<file path="config.mk">
export PLATFORM = sky130hd
export DESIGN_NAME = atr_stream_top
export DESIGN_NICKNAME = d
export VERILOG_FILES = /design/src/rtl/atr_pkg.sv /design/src/rtl/atr_pin_sampler.sv /design/src/rtl/atr_bit_ptr.sv /design/src/rtl/atr_ctrl.sv /design/src/rtl/atr_stream_top.sv
export SDC_FILE = /design/constraint.sdc
export NUM_CORES = 1
export LEC_CHECK = 0
export BUFFER_PORTS_ARGS = -buffer_cell sky130_fd_sc_hd__buf_4
export CAP_MARGIN = 20
export CORE_ASPECT_RATIO = 0.6
export CORE_UTILIZATION = 30
export DETAILED_ROUTE_END_ITERATION = 8
export MAX_ROUTING_LAYER = met4
export PLACE_DENSITY_LB_ADDON = 0.08
export SYNTH_ARGS = -nofsm -noshare
export SYNTH_HDL_FRONTEND = slang
export SYNTH_SLANG_ARGS = --single-unit
</file>
<file path="constraint.sdc">
create_clock -name clk -period 2.12 [get_ports clk]
set_input_delay 0.318 -clock clk [delete_from_list [all_inputs] [get_ports clk]]
set_output_delay 0.318 -clock clk [all_outputs]
set_load 0.005 [all_outputs]
</file>
<file path="src/rtl/atr_pkg.sv">
package atr_pkg;
  typedef enum logic [1:0] {
    ST_IDLE   = 2'd0,
    ST_ARMED  = 2'd1,
    ST_STREAM = 2'd2
  } atr_state_e;

  localparam int unsigned PIN_CS   = 0;
  localparam int unsigned PIN_RST  = 1;
  localparam int unsigned PIN_SCK  = 2;
  localparam int unsigned PIN_BUSY = 3;
  localparam int unsigned PIN_NUM  = 4;
endpackage

</file>
<file path="src/rtl/atr_pin_sampler.sv">
module atr_pin_sampler #(
  parameter int unsigned W      = 4,
  parameter int unsigned STAGES = 2,
  parameter logic [W-1:0] IDLE  = '0
) (
  input  logic         clk,
  input  logic         rst,
  input  logic [W-1:0] pins_i,
  output logic [W-1:0] lvl_o
);
  logic [W-1:0] stage_q [STAGES];

  for (genvar s = 0; s < STAGES; s++) begin : g_stage
    if (s == 0) begin : g_first
      always_ff @(posedge clk) begin
        if (rst) stage_q[s] <= IDLE;
        else     stage_q[s] <= pins_i;
      end
    end else begin : g_next
      always_ff @(posedge clk) begin
        if (rst) stage_q[s] <= IDLE;
        else     stage_q[s] <= stage_q[s-1];
      end
    end
  end

  assign lvl_o = stage_q[STAGES-1];
endmodule

</file>
<file path="src/rtl/atr_bit_ptr.sv">
module atr_bit_ptr #(
  parameter int unsigned PAT_BITS = 32,
  localparam int unsigned PTR_W   = $clog2(PAT_BITS)
) (
  input  logic             clk,
  input  logic             rst,
  input  logic             clear_i,
  input  logic             step_i,
  output logic [PTR_W-1:0] ptr_o
);
  localparam logic [PTR_W-1:0] LAST = PTR_W'(PAT_BITS - 1);

  logic [PTR_W-1:0] ptr_q;

  always_ff @(posedge clk) begin
    if (rst || clear_i)  ptr_q <= '0;
    else if (step_i)     ptr_q <= (ptr_q == LAST) ? '0 : ptr_q + 1'b1;
  end

  assign ptr_o = ptr_q;

  assert_wrap_R5: assert property (@(posedge clk) disable iff (rst)
    (step_i && !clear_i && ptr_q == LAST) |=> ptr_q == '0);

  assert_clear_R3: assert property (@(posedge clk) disable iff (rst)
    clear_i |=> ptr_q == '0);
endmodule

</file>
<file path="src/rtl/atr_ctrl.sv">
module atr_ctrl
  import atr_pkg::*;
(
  input  logic       clk,
  input  logic       rst,
  input  logic       cs_n_i,
  input  logic       card_rst_i,
  input  logic       sck_i,
  input  logic       busy_i,
  output atr_state_e state_o,
  output logic       clear_o,
  output logic       step_o
);
  atr_state_e state_q, state_d;
  logic rst_prev_q, sck_prev_q;
  logic rst_rise, rst_fall, sck_fall;

  always_ff @(posedge clk) begin
    if (rst) begin
      rst_prev_q <= 1'b0;
      sck_prev_q <= 1'b0;
      state_q    <= ST_IDLE;
    end else begin
      rst_prev_q <= card_rst_i;
      sck_prev_q <= sck_i;
      state_q    <= state_d;
    end
  end

  assign rst_rise = card_rst_i & ~rst_prev_q;
  assign rst_fall = ~card_rst_i & rst_prev_q;
  assign sck_fall = ~sck_i & sck_prev_q;

  always_comb begin
    state_d = state_q;
    unique case (state_q)
      ST_IDLE:   if (rst_rise && !cs_n_i && !busy_i) state_d = ST_ARMED;
      ST_ARMED:  if (cs_n_i)        state_d = ST_IDLE;
                 else if (rst_fall) state_d = ST_STREAM;
      ST_STREAM: if (cs_n_i)        state_d = ST_IDLE;
                 else if (rst_rise) state_d = ST_ARMED;
      default:   state_d = ST_IDLE;
    endcase
  end

  assign clear_o = (state_q == ST_ARMED) && !cs_n_i && rst_fall;
  assign step_o  = (state_q == ST_STREAM) && !cs_n_i && !rst_rise && sck_fall;
  assign state_o = state_q;

  assert_busy_block_R7: assert property (@(posedge clk) disable iff (rst)
    (state_q == ST_IDLE && busy_i) |=> state_q == ST_IDLE);

  assert_desel_block_R8: assert property (@(posedge clk) disable iff (rst)
    (state_q == ST_IDLE && cs_n_i) |=> state_q == ST_IDLE);

  assert_rearm_R9: assert property (@(posedge clk) disable iff (rst)
    (state_q == ST_STREAM && !cs_n_i && rst_rise) |=> state_q == ST_ARMED);
endmodule

</file>
<file path="src/rtl/atr_stream_top.sv">
module atr_stream_top
  import atr_pkg::*;
#(
  parameter int unsigned  PAT_BITS  = 32,
  parameter logic [PAT_BITS-1:0] PATTERN = 32'h55AA_0119,
  parameter bit           LSB_FIRST = 1'b1,
  parameter int unsigned  SYNC_STAGES = 2
) (
  input  logic clk,
  input  logic rst,
  input  logic cs_n,
  input  logic card_rst,
  input  logic ser_clk,
  input  logic wr_busy,
  output logic dat_o,
  output logic dat_oe
);
  localparam int unsigned PTR_W     = $clog2(PAT_BITS);
  localparam int unsigned FIRST_IDX = LSB_FIRST ? 0 : 7;
  localparam logic [PIN_NUM-1:0] PIN_IDLE = PIN_NUM'(1) << PIN_CS;

  logic [PIN_NUM-1:0] pins_raw, pins_lvl;
  atr_state_e         state;
  logic               clear, step;
  logic [PTR_W-1:0]   ptr, idx;
  logic               oe_q, dat_q;

  always_comb begin
    pins_raw           = '0;
    pins_raw[PIN_CS]   = cs_n;
    pins_raw[PIN_RST]  = card_rst;
    pins_raw[PIN_SCK]  = ser_clk;
    pins_raw[PIN_BUSY] = wr_busy;
  end

  atr_pin_sampler #(
    .W(PIN_NUM), .STAGES(SYNC_STAGES), .IDLE(PIN_IDLE)
  ) sampler_i (
    .clk(clk), .rst(rst), .pins_i(pins_raw), .lvl_o(pins_lvl)
  );

  atr_ctrl ctrl_i (
    .clk(clk), .rst(rst),
    .cs_n_i(pins_lvl[PIN_CS]), .card_rst_i(pins_lvl[PIN_RST]),
    .sck_i(pins_lvl[PIN_SCK]), .busy_i(pins_lvl[PIN_BUSY]),
    .state_o(state), .clear_o(clear), .step_o(step)
  );

  atr_bit_ptr #(.PAT_BITS(PAT_BITS)) ptr_i (
    .clk(clk), .rst(rst), .clear_i(clear), .step_i(step), .ptr_o(ptr)
  );

  if (LSB_FIRST) begin : g_lsb_first
    assign idx = ptr;
  end else begin : g_msb_first
    assign idx = {ptr[PTR_W-1:3], ~ptr[2:0]};
  end

  always_ff @(posedge clk) begin
    if (rst) begin
      oe_q  <= 1'b0;
      dat_q <= 1'b0;
    end else begin
      oe_q  <= (state == ST_STREAM);
      dat_q <= (state == ST_STREAM) & PATTERN[idx];
    end
  end

  assign dat_oe = oe_q;
  assign dat_o  = dat_q;

  assert_desel_release_R6: assert property (@(posedge clk) disable iff (rst)
    pins_lvl[PIN_CS] |=> ##1 !dat_oe);

  assert_start_bit_R3: assert property (@(posedge clk) disable iff (rst)
    $rose(dat_oe) |-> dat_o == PATTERN[FIRST_IDX]);

  assert_hold_between_R4: assert property (@(posedge clk) disable iff (rst)
    (dat_oe && $past(dat_oe) && !$past(step, 2) && !$past(clear, 2))
      |-> $stable(dat_o));

  assert_quiet_line_R1: assert property (@(posedge clk) disable iff (rst)
    (state != ST_STREAM) |=> (!dat_oe && !dat_o));
endmodule

</file>
==> qor.yml, run 1 <==
p_sw_w: 0.000135
n_fill_cell: 254
synth_fa_ha_area_share_pct: 4.43
die_w_um: 70.6
ys.flop_type: "dfxtp_1"
ios: 8
portBuffers: 7
cp_common_cell: "or3_4"
setup_ws_ns: -0.00800
synth.distinct_cells: 29
final_layout_size_suffix_gt1_share_pct: 36.6
initial_core_util_pct: 32.7
place.gp.congestion: 0.849
crit_type: "flip-flop to flip-flop"
path_clk_slew_ns: 0.07
synth_area_um2: 847
syn_to_final_growth_pct: 28.8
crit_path_max_fanout: 2
critPathBufInv: 1
synth-simple-area-share_pct: 25.4
vias: 599
p_comb_share_pct: 4.1
ys_seq_area_share_pct: 47.3
core-area_um2: 2590
finalSetupViolations: 1
antenna_left: 0
yosysTopAreaCellShare_pct: 47.3
cp_data_arrival_time_ns: 2.32
relSlewSlack_pct: 75.7
period_minus_slack_ns: 2.13
p_sw_share_pct: 19.2
async_flop_share_pct: 0
synth_top_family_by_area: "simple AND/OR/NAND/NOR gates"
grt_usage_pct: 11.6
required_ns: 2.31
post-place-ws_ns: -0.0535
synthCells: 82
cts.sinks: 20
synth.net_count: 91
tightest_slew_ns: 0.362
grt_overflow_total: 0
timing.critical_path.slowest_cell_delay_ns: 0.38
wl_per_cell_um: 11.1
synth-xor-area-share_pct: 2.07
synth_mux_area_share_pct: 2.36
grt_max_degree: 15
synth_seq_cells: 20
yosys_warnings: 0
crit_chain: "or3b_4 > or3_4 > or3_4 > a21oi_4 > inv_2 > ha_4 > nand2b_4 > a22oi_2"
cts_setup_buffers: 0
synth-compound-area-share_pct: 14.9
drt_iter0_drc: 5
yosysTopAreaCell: "dfxtp_1"
ctsHoldBuffers: 0
clk_latency_ns: 0.25
die_area_um2: 3050
fin_skew_ns: 0.00442
remaining_drc_errors: 0
totalWireLength_um: 1480
cts-buffers-inserted: 3
end_kind: "flip-flop"
cp-start-kind: "flip-flop"
first_global_vias: 581
cts_resized: 1
yosys-top-cells-area: "dfxtp_1, nor2b_1, ha_1"
timing.max_cap.violations: 0
period_share_pct: 100
dpl.hpwl_um: 1140
cts_root_buf: "clkbuf_8"
htree_levels: 1
rsz0062_at_grt: "yes"
violations: "setup timing"
cts_tree: "built"
status: "complete, but fails checks"
die-height_um: 43.2
row_count: 14
synth_area_per_cell_um2: 10.3
synth_edf_count: 0
final_nets: 111
antenna_cells: 0
hold_class: "primary input to flip-flop"
p_leak_nw: 0.448
antenna_found_initial: 0
slew_violations: 0
avgViaCountPerCell: 4.50
hold_viol: 0
path_delay_family: "simple AND/OR/NAND/NOR gates"
crit_slowest_cell: "or3b_4"
power.density_nw_per_um2: 641
vdd_drop_max_mv: 0.320
fmax_ghz: 0.470
power_frac_seq_pct: 55.3
intPower_w: 0.000565
total_power_w: 0.000700
clockBufferDepth: 2
grt_pass1_wl_um: 2520
dr.pass1.iters: 4
p_clk_share_pct: 40.6
[through the flow]
step / cell area, µm² / TNS (ns) / hold WS, ns / util (%) / cells
after floorplan: 847 / -0.178 / 0.389 / - / 82
after global placement: 1000 / -0.0572 / 0.398 / 38.6 / 129
after detailed placement: 1000 / -0.0535 / 0.402 / 38.6 / 129
after CTS: 1060 / -0.0785 / 0.235 / 40.9 / 133
after global routing: 1090 / -0.0696 / 0.234 / 42.1 / 133
final: 1090 / -0.00800 / 0.245 / 42.1 / 133
[worst register-to-register path, delay by kind of cell, from the launching register on]
kind            cells  cell delay, ns
buf+inv             1            0.06
flops               1            0.32
fa+ha+maj           1            0.23
simple gates        4            1.19
compound gates      2            0.27
[sequential cells by signal, indices dropped and copies added, names as in the netlist, named ones only]
register and cells:
dat_o 1, ptr_i.ptr_o 5, sampler_i.stage_q 8, ctrl_i.rst_prev_q 1, ctrl_i.state_o 2, ctrl_i.sck_prev_q 1
dat_oe 1
[layer usage]
| layer | vias up | GRT usage [%] | part of all wire, % |
|---|---|---|---|
| li1 | 320 | - | - |
| met1 | 266 | 15.3 | 59 |
| met2 | 13 | 16.7 | 36 |
| met3 | 0 | 4.99 | 5.0 |
| met4 | 0 | 2.40 | 0 |
| met5 | - | - | 0 |
[path summary, 6_finish.rpt]
check	cells past startpoint	startpoint	end	slack (ns)
setup / recovery	8	sampler_i.stage_q[1][0]$_SDFF_PP1_	flip-flop	-0.008
hold / removal	2	cs_n	sampler_i.stage_q[0][0]$_SDFF_PP1_	0.24
setup reg to reg	8	sampler_i.stage_q[1][0]$_SDFF_PP1_	flip-flop	-0.008
hold reg to reg	1	sampler_i.stage_q[0][0]$_SDFF_PP1_	sampler_i.stage_q[1][0]$_SDFF_PP1_	0.41
[layout make-up]
type / count / area (µm²) / share of cell area, %
well taps: 32 / 40.0 / 3.67
clock buffers: 4 / 55.1 / 5.05
repair buffers: 17 / 128 / 11.7
flip-flops and latches: 20 / 402 / 36.8
inverters: 4 / 15.0 / 1.38
multi-input cells: 56 / 452 / 41.4
[logic make-up (layout without fill, tap and decap cells)]
kind of cell               after synthesis  after routing
and+or+nand+nor                         35             35
DFF                                     20             20
AOI/OAI and AO/OA                       14             14
buffers and inverters                    6             25
adders and majority gates                3              3
xor gates and xnor gates                 2              2
muxes                                    2              2
[power by group through the flow]
stage                     logic [W]  registers (W)  clock network, W
after CTS                 0.0000283       0.000387          0.000297
after floorplan           0.0000140       0.000395                 0
after global placement    0.0000285       0.000395                 0
after global routing      0.0000315       0.000388          0.000309
final                     0.0000285       0.000387          0.000284
after detailed placement  0.0000282       0.000396                 0
[cells in the final DEF (no fill, tap or decap)]
cell type  Yosys  final
and2_1         3      3
nand2b_1       6      5
nand4bb_1      1      1
o41ai_1        2      1
a22oi_2        2      2
a211oi_1       1      1
a21oi_4        1      1
nor2b_1       10     10
or3_4          1      2
a31oi_1        2      2
nor2_1         5      5
or2_2          2      2
ha_2           0      1
nand2_1        2      2
inv_1          4      3
inv_2          0      1
o21bai_1       1      1
ha_4           0      1
and3_1         1      1
o31ai_2        2      2
mux2i_1        2      2
xor2_1         2      2
a21oi_1        2      2
buf_4          0     17
o21ai_1        0      1
nand2b_4       0      1
nor3_1         1      1
dfxtp_1       20     19
clkbuf_8       0      4
dfxtp_2        0      1
o41ai_2        0      1
nand4_1        1      1
ha_1           3      1
or3b_4         1      1
[cells in the mapped netlist (all sizes together), types with 2 or more instances]
cell type  count
xor2           2
mux2i          2
a21oi          3
or3            2
dfxtp         20
nor2           5
nor2b         10
a31oi          2
o41ai          2
or2            2
and2           3
o31ai          2
a22oi          2
inv            4
nand2b         6
ha             3
nand2          2
Note: power is estimated with default switching activity, not from simulation.
==> run 2: changes to the inputs <==
- ABC_AREA: not set -> 1
==> run 2 against run 1 <==
The run now ends clean. Via count rose by 13%. Fmax up 8.0%. Clock power barely moved. Power up 0.20%. Hold slack worse by 0.0020 ns. Critical path depth is 7 higher.
==> qor.yml, run 2 <==
status: "complete, no violations"
grt_usage_pct: 12.4
relSlewSlack_pct: 75.1
largest_register_ffs: 8
syn_to_final_growth_pct: 19.9
yosys_warnings: 0
avgViaCountPerCell: 4.03
synth.distinct_cells: 22
wl_per_cell_um: 9.41
postPlaceCellArea_um2: 1000
hold_viol: 0
hold_slack_ns: 0.243
grt_pass1_wl_um: 2770
die_w_um: 72.5
ys.flop_type: "dfxtp_1"
fin_skew_ns: 0.000882
synth_edf_count: 0
crit_path_max_fanout: 4
synth_area_per_cell_um2: 7.70
top_register: "sampler_i.stage_q"
fin_area_um2: 1070
htree_levels: 1
synth.most_common_cell: "inv_1"
n_fill_cell: 295
synth_common_cells: "inv_1, dfxtp_1, nand2_1, nor2_1, nand3_1"
synth_seq_cells: 20
hold_class: "primary input to flip-flop"
reg2reg_setup_slack_ns: 0.15
end_kind: "flip-flop"
cts-buffers-inserted: 3
final_nets: 138
tightest_slew_ns: 0.365
ios: 8
clockBufferDepth: 2
final_layout_size_suffix_gt1_share_pct: 25.8
fmax_ghz: 0.507
antenna_found_initial: 0
drt_iter0_drc: 32
initial_core_util_pct: 33.6
vdd_drop_max_mv: 0.379
synthCells: 116
antenna_cells: 0
layout_common_cells: "inv_1, dfxtp_1, nand2_1, nor2_1, buf_4"
tns_ns: 0
slew_violations: 0
core-area_um2: 2660
clk_latency_ns: 0.25
die-height_um: 44.3
crit_type: "flip-flop to flip-flop"
ctsHoldBuffers: 0
cts_root_buf: "clkbuf_8"
synth_area_um2: 893
timing.max_cap.violations: 0
final_common_cell: "inv_1"
remaining_drc_errors: 0
finalSetupViolations: 0
yosysTopAreaCell: "dfxtp_1"
cts_tree: "built"
period_minus_slack_ns: 1.97
cp-start-kind: "flip-flop"
period_share_pct: 93.0
yosysTopAreaCellShare_pct: 44.8
power.density_nw_per_um2: 655
async_flop_share_pct: 0
synth.net_count: 125
die_area_um2: 3210
portBuffers: 7
total_power_w: 0.000701
ys_seq_area_share_pct: 44.8
cp_data_arrival_time_ns: 2.12
grt_overflow_total: 0
first_global_vias: 618
cts.sinks: 20
dr.pass1.iters: 4
grt_max_degree: 16
antenna_left: 0
required_ns: 2.27
totalWireLength_um: 1580
yosys-top-cells-area: "dfxtp_1, inv_1, nand2_1"
path_clk_slew_ns: 0.07
dpl.hpwl_um: 1220
p_leak_nw: 0.498
row_count: 14
vias: 677
place.gp.congestion: 0.841
-- run 2: layer usage --
metal  global-route usage [%]  share of wire, %  vias up  wire length (µm)
li1                         -                 -      379                 -
met1                     17.7                62      290               982
met2                     15.3                33        6               527
met3                     5.47               3.4        2                54
met4                     3.53               1.1        0                17
met5                        -                 0        -                 0
-- run 2: power breakdown --
| group | total (W) | leakage [nW] | switching, W | internal [W] |
|---|---|---|---|---|
| clock | 0.000286 | 0.0288 | 0.000121 | 0.000165 |
| sequential | 0.000387 | 0.164 | 0.00000284 | 0.000384 |
| combinational | 0.0000284 | 0.306 | 0.0000164 | 0.0000120 |
-- run 2: repair_timing --
item	4_1_cts	5_1_grt
endpoints found under the setup margin	0	1
buffers inserted	0	1
resized for setup	0	4
-- run 2: logic make-up (layout without fill, tap and decap cells) --
family                     Yosys count  in the layout  synth area share (%)
and+or+nand+nor                     62             62                  36.6
buffers and inverters               27             39                  11.3
DFF                                 20             20                  44.8
AOI/OAI and AO/OA                    4              4                  3.08
adders and majority gates            3              3                  4.20
-- run 2: per-stage QoR --
stage / std cells / setup slack (ns) / util (%)
2_1_floorplan: 116 / 0.333 / -
3_3_place_gp: 163 / 0.134 / 37.5
3_5_place_dp: 163 / 0.139 / 37.5
4_1_cts: 167 / 0.131 / 39.6
5_1_grt: 168 / -0.00588 / 40.2
6_report: 168 / 0.149 / 40.2
-- run 2: layout make-up --
cell class / count / area [µm²] / share of cell area [%]
Tap cell: 40 / 50.0 / 4.67
Inverter: 26 / 97.6 / 9.11
Timing Repair Buffer: 9 / 67.6 / 6.31
Multi-Input combinational cell: 69 / 399 / 37.3
Sequential cell: 20 / 402 / 37.5
Clock buffer: 4 / 55.1 / 5.14
-- run 2: worst max-delay path, stage by stage (launching register included) --
cell	delay (ns)
dfxtp_2	0.34
ha_2	0.18
nand2_2	0.07
nor2_1	0.05
ha_1	0.20
nor2_2	0.13
o21ai_2	0.08
nor2_2	0.15
inv_1	0.06
ha_1	0.21
inv_1	0.06
nand4_1	0.11
nand3_1	0.10
nand2_1	0.05
nand2_1	0.05
nand2_1	0.04
-- run 2: worst paths after layout --
kind | from | endpoint | depth (start not counted)
setup / recovery | ptr_i.ptr_o[1]$_SDFFE_PP0N_ | flip-flop | 15
hold / removal | cs_n | sampler_i.stage_q[0][0]$_SDFF_PP1_ | 2
setup reg to reg | ptr_i.ptr_o[1]$_SDFFE_PP0N_ | flip-flop | 15
hold reg to reg | sampler_i.stage_q[0][1]$_SDFF_PP0_ | sampler_i.stage_q[1][1]$_SDFF_PP0_ | 2
==> run 3: changes to the inputs <==
- GPL_TIMING_DRIVEN: not set -> 0
==> run 3 against run 2 <==
Routed wire length is 0.38% lower. Largest power group unchanged. Highest routed layer unchanged. Utilization is 0.33 points lower. Clock power is 2% higher. Non-clock buffer count is 1 lower.
==> qor.yml, run 3 (synthesized netlist as in run 2, its figures left out) <==
tns_ns: 0
cp_data_arrival_time_ns: 2.07
core-area_um2: 2660
cts_root_buf: "clkbuf_8"
stdcell_count: 167
multi_input_area_um2: 399
cp_num_cells: 15
antenna_left: 0
period_share_pct: 90.6
hold_class: "primary input to flip-flop"
grt_pass1_wl_um: 2950
ios: 8
final_layout_size_suffix_gt1_share_pct: 24.4
top_register: "sampler_i.stage_q"
cts.sinks: 20
critPathBufInv: 2
die_area_um2: 3210
power.density_nw_per_um2: 665
die-height_um: 44.3
status: "complete, no violations"
cts-buffers-inserted: 3
period_minus_slack_ns: 1.92
remaining_drc_errors: 0
crit_path_max_fanout: 5
cts_setup_buffers: 0
hold_viol: 0
totalWireLength_um: 1580
die_w_um: 72.5
timing.max_cap.violations: 0
hold_slack_ns: 0.244
end_kind: "flip-flop"
dpl.hpwl_um: 1260
first_global_vias: 623
clockBufferDepth: 2
fmax_ghz: 0.521
drt_iter0_drc: 51
timing.critical_path.slowest_cell_delay_ns: 0.37
syn_to_final_growth_pct: 18.9
p_leak_nw: 0.487
reg2reg_setup_slack_ns: 0.20
htree_levels: 1
grt_max_degree: 12
grt_overflow_total: 0
rsz0062_at_grt: "no"
crit_chain: "ha_1 > nand2_1 > nor2_1 > ha_2 > nor2_2 > o21ai_2 > nor2_2 > inv_1 > ha_2 > inv_1 > nand4_1 > nand3_1 > nand2_1 > nand2_1 > nand2_1"
crit_path_start: "ptr_i.ptr_o[0]$_SDFFE_PP0N_"
final_util_pct: 39.9
vdd_drop_max_mv: 0.356
crit_type: "flip-flop to flip-flop"
cts_tree: "built"
path_delay_family: "simple AND/OR/NAND/NOR gates"
slew_violations: 0
dp.cells: 163
required_ns: 2.27
wl_per_cell_um: 9.43
crit_slowest_cell: "dfxtp_4"
finalSetupViolations: 0
cp_common_cell: "nand2_1"
path_clk_slew_ns: 0.07
initial_core_util_pct: 33.6
tightest_slew_ns: 0.461
final_nets: 137
row_count: 14
avgViaCountPerCell: 4.12
antenna_found_initial: 0
reg2regPathDepth: 15
dr.pass1.iters: 4
grt_usage_pct: 13.2
antenna_cells: 0
relSlewSlack_pct: 69.3
vias: 688
ctsHoldBuffers: 0
final_common_cell: "inv_1"
n_fill_cell: 291
largest_register_ffs: 8
layout_common_cells: "inv_1, dfxtp_1, nand2_1"
cts_resized: 0
portBuffers: 7
fin_skew_ns: 0.00639
r2r_start: "ptr_i.ptr_o[0]$_SDFFE_PP0N_"
cp-start-kind: "flip-flop"
place.gp.congestion: 0.764
clk_latency_ns: 0.26
layout.area.seq_um2: 404
## run 3: cell count changes in the layout (fill, tap and decap cells not counted), sizes merged
cell    previous run  this run
clkbuf             4         5
buf                9         7
## run 3: final cells by class
class | instances | area share, %
sequential | 20 | 38.0
timing repair buffer | 7 | 4.95
inverter | 26 | 9.19
multi-input combinational | 69 | 37.6
clock buffer | 4 | 5.18
buffer | 1 | 0.353
tap | 40 | 4.71
## run 3: through the flow
stage          worst slack (ns)  instance area [µm²]  total power, W
2_1_floorplan             0.333                  893        0.000412
3_3_place_gp              0.133                  996        0.000424
3_5_place_dp              0.131                  996        0.000425
4_1_cts                   0.120                 1050        0.000721
5_1_grt                  0.0141                 1060        0.000748
6_report                  0.199                 1060        0.000706
## run 3: metal layers
layer  share of wire (%)  vias up  track usage (%)
met5                   0        -                -
met4                 1.1        0             4.71
met3                 4.5        2             5.47
met2                  34       12             15.5
met1                  61      297             19.3
li1                    -      377                -
## run 3: report_power, final
group	total, W	internal, W	switching, W
registers	0.000385	0.000382	0.00000273
logic	0.0000290	0.0000124	0.0000167
clock network	0.000292	0.000165	0.000127
## run 3: worst min-delay path by stage
| stage | end | depth (start not counted) | from | slack (ns) |
|---|---|---|---|---|
| after detailed placement | sampler_i.stage_q[1][1]$_SDFF_PP0_ | 2 | sampler_i.stage_q[0][1]$_SDFF_PP0_ | 0.39 |
| after CTS | sampler_i.stage_q[0][0]$_SDFF_PP1_ | 2 | cs_n | 0.24 |
| final | sampler_i.stage_q[0][0]$_SDFF_PP1_ | 2 | cs_n | 0.24 |
| after global routing | sampler_i.stage_q[0][0]$_SDFF_PP1_ | 2 | cs_n | 0.23 |
| after floorplan | sampler_i.stage_q[1][1]$_SDFF_PP0_ | 2 | sampler_i.stage_q[0][1]$_SDFF_PP0_ | 0.39 |
| after global placement | sampler_i.stage_q[1][1]$_SDFF_PP0_ | 2 | sampler_i.stage_q[0][1]$_SDFF_PP0_ | 0.39 |
